## config.mk

```make
export PLATFORM = sky130hd
export DESIGN_NAME = burst_initiator
export DESIGN_NICKNAME = d
export VERILOG_FILES = /design/src/rtl/burst_initiator.sv
export SDC_FILE = /design/constraint.sdc
export NUM_CORES = 1
export LEC_CHECK = 0
export ABC_AREA = 1
export ABC_CLOCK_PERIOD_IN_PS = 3050
export BUFFER_PORTS_ARGS = -buffer_cell sky130_fd_sc_hd__buf_2
export CORE_UTILIZATION = 47
export DETAILED_ROUTE_END_ITERATION = 6
export PLACE_DENSITY = 0.95
export SYNTH_ARGS = -nofsm -noshare
export SYNTH_HDL_FRONTEND = slang
export SYNTH_SLANG_ARGS = --single-unit
```

## constraint.sdc

```tcl
create_clock -name clk -period 3.05 [get_ports clk]
set_clock_uncertainty 0.05 [all_clocks]
set_input_delay 0.4575 -clock clk [delete_from_list [all_inputs] [get_ports clk]]
set_output_delay 0.4575 -clock clk [all_outputs]
set_load 0.05 [all_outputs]
```

## src/rtl/burst_initiator.sv

```systemverilog
module burst_initiator #(
  parameter int DATA_W      = 32,
  parameter int CMD_W       = 4,
  parameter int CNT_W       = 8,
  parameter int DEVSEL_WAIT = 5
) (
  input  logic              clk,
  input  logic              rst_n,
  input  logic              req,
  input  logic [DATA_W-1:0] req_addr,
  input  logic [CMD_W-1:0]  req_cmd,
  input  logic [CNT_W-1:0]  req_count,
  input  logic [DATA_W-1:0] wr_data,
  output logic              wr_take,
  output logic [DATA_W-1:0] rd_data,
  output logic              rd_valid,
  output logic              busy,
  output logic              done,
  output logic [1:0]        status,
  output logic [CNT_W-1:0]  remain,
  input  logic              gnt_n,
  output logic              frame_n,
  output logic              irdy_n,
  output logic [CMD_W-1:0]  cbe_n,
  output logic [DATA_W-1:0] ad_out,
  output logic              ad_oe,
  input  logic [DATA_W-1:0] ad_in,
  input  logic              trdy_n,
  input  logic              stop_n,
  input  logic              devsel_n
);

  localparam int TW = $clog2(DEVSEL_WAIT + 1);
  localparam logic [TW-1:0] WAIT_LAST = TW'(DEVSEL_WAIT - 1);
  localparam logic [1:0] ST_OK = 2'b00, ST_STOP = 2'b01, ST_ABORT = 2'b10;

  typedef enum logic [1:0] {S_IDLE, S_ADDR, S_DATA, S_TURN} state_t;

  state_t            st;
  logic [DATA_W-1:0] addr_q;
  logic [CMD_W-1:0]  cmd_q;
  logic [CNT_W-1:0]  left_q;
  logic [1:0]        status_q;
  logic              seen_q;
  logic [TW-1:0]     wait_q;

  wire in_data   = (st == S_DATA);
  wire is_wr     = cmd_q[0];
  wire last      = (left_q == CNT_W'(1));
  wire start     = (st == S_IDLE) && req && !gnt_n && (req_count != '0);
  wire xfer      = in_data && !trdy_n && !devsel_n;
  wire stop_hit  = in_data && !stop_n && !devsel_n;
  wire abort_hit = in_data && !seen_q && devsel_n && (wait_q == WAIT_LAST);

  always_ff @(posedge clk or negedge rst_n) begin
    if (!rst_n) begin
      st       <= S_IDLE;
      addr_q   <= '0;
      cmd_q    <= '0;
      left_q   <= '0;
      status_q <= ST_OK;
      seen_q   <= 1'b0;
      wait_q   <= '0;
    end else begin
      case (st)
        S_IDLE: if (start) begin
          addr_q <= req_addr;
          cmd_q  <= req_cmd;
          left_q <= req_count;
          st     <= S_ADDR;
        end
        S_ADDR: begin
          seen_q <= 1'b0;
          wait_q <= '0;
          st     <= S_DATA;
        end
        S_DATA: begin
          if (!devsel_n) seen_q <= 1'b1;
          else if (!seen_q && wait_q != WAIT_LAST) wait_q <= wait_q + 1'b1;
          if (xfer) left_q <= left_q - 1'b1;
          if (abort_hit) begin
            status_q <= ST_ABORT;
            st       <= S_TURN;
          end else if (stop_hit) begin
            status_q <= ST_STOP;
            st       <= S_TURN;
          end else if (xfer && last) begin
            status_q <= ST_OK;
            st       <= S_TURN;
          end
        end
        default: st <= S_IDLE;
      endcase
    end
  end

  assign busy     = (st != S_IDLE);
  assign done     = (st == S_TURN);
  assign status   = status_q;
  assign remain   = left_q;
  assign frame_n  = !((st == S_ADDR) || (in_data && !last));
  assign irdy_n   = !in_data;
  assign ad_oe    = (st == S_ADDR) || (in_data && is_wr);
  assign ad_out   = (st == S_ADDR) ? addr_q : wr_data;
  assign cbe_n    = (st == S_ADDR) ? cmd_q : (in_data ? '0 : '1);
  assign wr_take  = xfer && is_wr;
  assign rd_valid = xfer && !is_wr;
  assign rd_data  = ad_in;

  AST_NO_START_WITHOUT_GNT: assert property (@(posedge clk) disable iff (!rst_n)
    (!busy && gnt_n) |=> frame_n);
  AST_ADDR_SINGLE_CLOCK: assert property (@(posedge clk) disable iff (!rst_n)
    $fell(frame_n) |-> (irdy_n ##1 !irdy_n));
  AST_WAIT_HOLDS_WORD: assert property (@(posedge clk) disable iff (!rst_n)
    (!irdy_n && trdy_n && stop_n && !devsel_n) |=> (!irdy_n && $stable(remain)));
  AST_MORE_AFTER_FRAME_LOW: assert property (@(posedge clk) disable iff (!rst_n)
    (!irdy_n && !frame_n && !trdy_n && !devsel_n && stop_n) |=> !irdy_n);
  AST_FINAL_PHASE_ENDS: assert property (@(posedge clk) disable iff (!rst_n)
    (!irdy_n && frame_n && !trdy_n && !devsel_n) |=> (irdy_n && done));
  AST_STOP_RELEASES: assert property (@(posedge clk) disable iff (!rst_n)
    (!irdy_n && !stop_n && !devsel_n) |=> (frame_n && irdy_n && status == ST_STOP));
  AST_TURN_QUIET: assert property (@(posedge clk) disable iff (!rst_n)
    done |-> (frame_n && irdy_n && !ad_oe));
  AST_TURN_ONE_CLOCK: assert property (@(posedge clk) disable iff (!rst_n)
    done |=> !busy);
  AST_ABORT_FULL_REMAIN: assert property (@(posedge clk) disable iff (!rst_n)
    (!irdy_n && !devsel_n) |=> (status != ST_ABORT || !done));

endmodule

```

======== Yosys cells after proc, flatten, opt, wreduce, memory -nomap -nowiden ========
Index checks and enable logic that the tools add are counted.
storage, ports and cells
  flip-flop bits (word level) ............. 52
  bits of input ports ..................... 115
  output and inout bits ................... 85
  logic and storage cells ................. 79
cells by class
  add/subtract/negate cells ............... 2
  eq/ne operators ......................... 12
  mux-type cells .......................... 19
  reduce and logical (&&, ||, !) cells .... 39
operators by type and width
  cell                                                                      number
  32-bit two-way mux                                                        1
  1-bit logical AND                                                         16
  8-bit two-way mux                                                         2
  8-bit one-hot mux with 2 select lines                                     1
  2-bit two-way mux                                                         7
  1-bit zero test                                                           9
  8-bit by 1-bit == test with 1-bit output (second input constant)          1
  4-bit two-way mux                                                         2
  2-bit AND reduction                                                       4
  8-bit nonzero test                                                        1
  8-bit by 1-bit subtractor with 8-bit output (second input constant)       1
  3-bit two-way mux                                                         2
  2-bit inequality test (second input constant)                             3
  2-bit one-hot mux with 3 select lines                                     1
  3-bit one-hot mux with 2 select lines                                     1
  3-bit AND reduction                                                       2
  2-bit nonzero test                                                        3
  2-bit == test (second input constant)                                     2
  2-bit by 1-bit inequality test with 1-bit output (second input constant)  2
  4-bit by 1-bit inequality test with 1-bit output (second input constant)  1
  3-bit by 1-bit adder with 3-bit output (second input constant)            1
  3-bit == test (second input constant)                                     1
  3-bit inequality test (second input constant)                             1
  3-bit nonzero test                                                        1
  5 further kinds                                                           6

======== Longest topological paths before layout ========
  depth after elaboration ................. 8
  mapped depth ............................ 10
  mapped depth without buffers ............ 9

======== Worst setup path before layout ========
OpenSTA, ideal clock, no wires.
  kind .................................... register to output
  from .................................... reg st[0]
  to ...................................... out ad_oe
  arrival time ............................ 2461 ps
  required time ........................... 2542 ps
  setup slack ............................. 81 ps
  stages on the path, launching flop included .. 6
  cell sequence ........................... dfrtp_1 > inv_1 > ha_1 > clkinv_1 > clkbuf_1 > o21ai_0
between the ends
  longest elaborated chain between the ends .. 3
  elaborated cells between the ends (all ways) .. 4
  classes of those cells .................. eq/ne (2); reduce/logical (2)
RTL lines
  element                   line  text
  start: declaration        39    state_t st;
  start signal: assignment  57    st <= S_IDLE;
  start signal: assignment  70    st <= S_ADDR;
  start signal: assignment  75    st <= S_DATA;
  2-bit == test             47    wire in_data = (st == S_DATA);
  net in_data               47
  1-bit logical AND         103   assign ad_oe = (st == S_ADDR) || (in_data && is_wr);
  1-bit logical OR          103
  end: declaration          26    output logic ad_oe,
The timed path passes the listed nets, and every way through them passes these cells.

======== Worst setup path in the final report ========
  from .................................... reg st[0]
  to ...................................... out cbe_n[0]
between the ends
  longest elaborated chain between the ends .. 3
  elaborated cells between the ends (all ways) .. 4
  classes of those cells .................. eq/ne (2); mux (2)
RTL lines
  element                          line  text
  2-bit == test                    47
  net in_data                      47
  4-bit two-way mux (2 in series)  105   assign cbe_n = (st == S_ADDR) ? cmd_q : (in_data ? '0 : '1);
  end: declaration                 24    output logic [CMD_W-1:0] cbe_n,
The timed path passes the listed nets, and every way through them passes these cells.

==> results.json <==
{
  "period_needed_ps": 2748,
  "worstPathArrival_ps": 2240,
  "clk_pin_slew_ps": 110,
  "ys_async_sr_fraction_pct": 100.0,
  "relSlewSlack_pct": 60.53,
  "synth_xor_xnor_area_share_pct": 0.2745,
  "finalSetupTns_ps": 0,
  "drive_above_1_share_pct": 27.07,
  "synth_edf_count": 0,
  "finalNonFillerCells": 646,
  "routabilityCongestion": 0.8619,
  "holdCritPathClass": "input port to asynchronous set/reset pin",
  "n_fill_cell": 603,
  "ys_warn_count": 0,
  "area_growth_pct": 19.65,
  "yosysUniqueCellTypes": 22,
  "cts_max_level": 2,
  "startpoint_type": "flop",
  "period_share_pct": 90.10,
  "grt_pass1_vias": 2996,
  "cts-resized-gates": 0,
  "synth_top_family_by_area": "simple AND/OR/NAND/NOR gates",
  "vias": 3124,
  "antenna_cells": 0,
  "wl_per_cell_um": 12.35,
  "hold_viol": 0,
  "dieWidth_um": 84.39,
  "place_inst": 638,
  "syn_inst": 469,
  "multi_input_area_sq_um": 1353,
  "grt_pass1_wl_um": 13250,
  "end_kind": "output pin",
  "cap_violations": 0,
  "synthSimpleGateAreaFrac_pct": 29.88,
  "ys_ff_latch": 52,
  "clock-sinks": 52,
  "place_hpwl_um": 6079,
  "cts_buffers": 5,
  "synth_compound_area_share_pct": 8.863,
  "place_area_sq_um": 3696,
  "postLayoutCoreUtil_pct": 59.11,
  "synth_nets": 592,
  "die_h_um": 84.39,
  "power_density_nw_per_um2": 1225,
  "ys_seq_area_share_pct": 40.78,
  "initial_core_util_pct": 49.40,
  "holdBufCountCts": 0,
  "syn_area_per_cell_sq_um": 6.803,
  "post-cts-setup-buffers": 0,
  "cts_tree": "yes",
  "ir_drop_mv": 0.7946,
  "antenna_found_initial": 0,
  "drc": 15,
  "die_area_sq_um": 7122,
  "max_freq_mhz": 363.9,
  "synthMuxAreaShare_pct": 0,
  "p_leak_nw": 2.380,
  "rsz0062_at_grt": "false",
  "wl_um": 7980,
  "grt_max_degree": 73,
  "rows": 29,
  "clk_latency_ps": 310,
  "cp.required_ps": 2540,
  "grt-ovfl-total": 0,
  "clock_path_buffers": 2,
  "synthAdderAreaFrac_pct": 3.137,
  "status": "complete, but fails checks",
  "drtPass1Iterations": 7,
  "setup_viol": 0,
  "clock-root-buffer": "clkbuf_8",
  "cp_max_fo": 13,
  "final_nets": 691,
  "total_power_mw": 4.677,
  "slew_violations": 0,
  "synth_area_sq_um": 3191,
  "grt_usage_pct": 23.22,
  "core_sq_um": 6459,
  "pin_count": 200,
  "violations": "DRC",
  "crit_type": "flop to output pin",
  "seqCellArea_sq_um": 1301,
  "io_buffers": 135,
  "drtIter0Drc": 219,
  "final_antenna_net_count": 0,
  "final_area_sq_um": 3817,
  "tightest_slew_ps": 592.0,
  "vias_per_cell": 4.836,
  "synth-main-ff-cell": "dfrtp_1"
}
[area by class of cell]
type	count	area share [%]
clock buffer	6	2.163
clock inverter	2	1.016
inverter	60	5.900
multi-input combinational	308	35.43
sequential	52	34.09
tap	77	2.524
timing repair buffer	141	18.88
[synthesized netlist by cell type (2+ instances only)]
master / number / area [sq um]
nand2_1: 204 / 765.7
inv_1: 58 / 217.7
dfrtp_1: 52 / 1301
o21ai_0: 46 / 230.2
buf_4: 32 / 240.2
nor2_1: 21 / 78.83
nand3_1: 18 / 90.09
clkbuf_1: 10 / 37.54
ha_1: 8 / 100.1
buf_2: 6 / 30.03
a21oi_1: 2 / 10.01
clkinv_1: 2 / 7.510
[sequential cells by signal, indices dropped and copies added, names as in the netlist]
signal	cells
seen_q	1
remain	8
wait_q	3
st	2
status	2
cmd_q	4
addr_q	32
[worst paths after layout]
| check | start | endpoint | slack, ps | depth (start not counted) |
|---|---|---|---|---|
| setup / recovery | st[0] | cbe_n[0] | 300 | 6 |
| hold / removal | rst_n | remain[7] | 70 | 1 |
| setup reg to reg | st[0] | st[1] | 910 | 9 |
| hold reg to reg | addr_q[2] | addr_q[2] | 440 | 2 |
| max in group asynchronous | rst_n | wait_q[1] | 2100 | 2 |
| min in group clk | req_addr[15] | addr_q[15] | 340 | 3 |
[per-stage QoR]
stage / setup WS (ps) / hold WS [ps]
after global routing: 97.15 / 111.7
after floorplan: 81.11 / 111.9
after global placement: 812.9 / 417.1
after detailed placement: 710.9 / 423.4
after CTS: 341.5 / 91.62
final: 301.8 / 74.21
[layout by cell type, fill, tap and decap left out, drive strengths merged]
cell type	count
dfrtp	52
a22oi	1
xor2	1
buf	141
inv	58
nand4	1
nand2	205
o21ai	47
nor2	22
clkbuf	6
clkinv	3
o2111ai	1
nand3	18
a21oi	3
ha	8
a31o	1
bufinv	1
[per-layer routing]
| metal | part of all wire (%) | wire length, um | GRT usage [%] |
|---|---|---|---|
| met5 | 0 | 0 | 0 |
| met3 | 6.1 | 487 | 4.818 |
| met4 | 2.6 | 206 | 11.09 |
| met2 | 49 | 3931 | 40.54 |
| met1 | 42 | 3354 | 27.45 |
[cells by family (layout without fill, tap and decap cells)]
| kind of cell | count (synthesis) | in the layout |
|---|---|---|
| buf+inv | 109 | 209 |
| compound gates | 53 | 53 |
| simple gates | 246 | 246 |
| flops | 52 | 52 |
| fa+ha+maj | 8 | 8 |
| xor+xnor | 1 | 1 |
[power by group]
group	total (mW)	switching, mW	internal (mW)
logic	2.94	2.23	0.711
clock network	0.504	0.235	0.269
registers	1.23	0.230	1.00
[worst max-delay path, stage by stage, from the launching register on]
cell and delay (ps):
dfrtp_1 430, inv_1 110, ha_1 440, clkinv_1 340, nand2_1 230, o21ai_0 140
buf_2 240
Note: power is estimated with default switching activity, not from simulation.
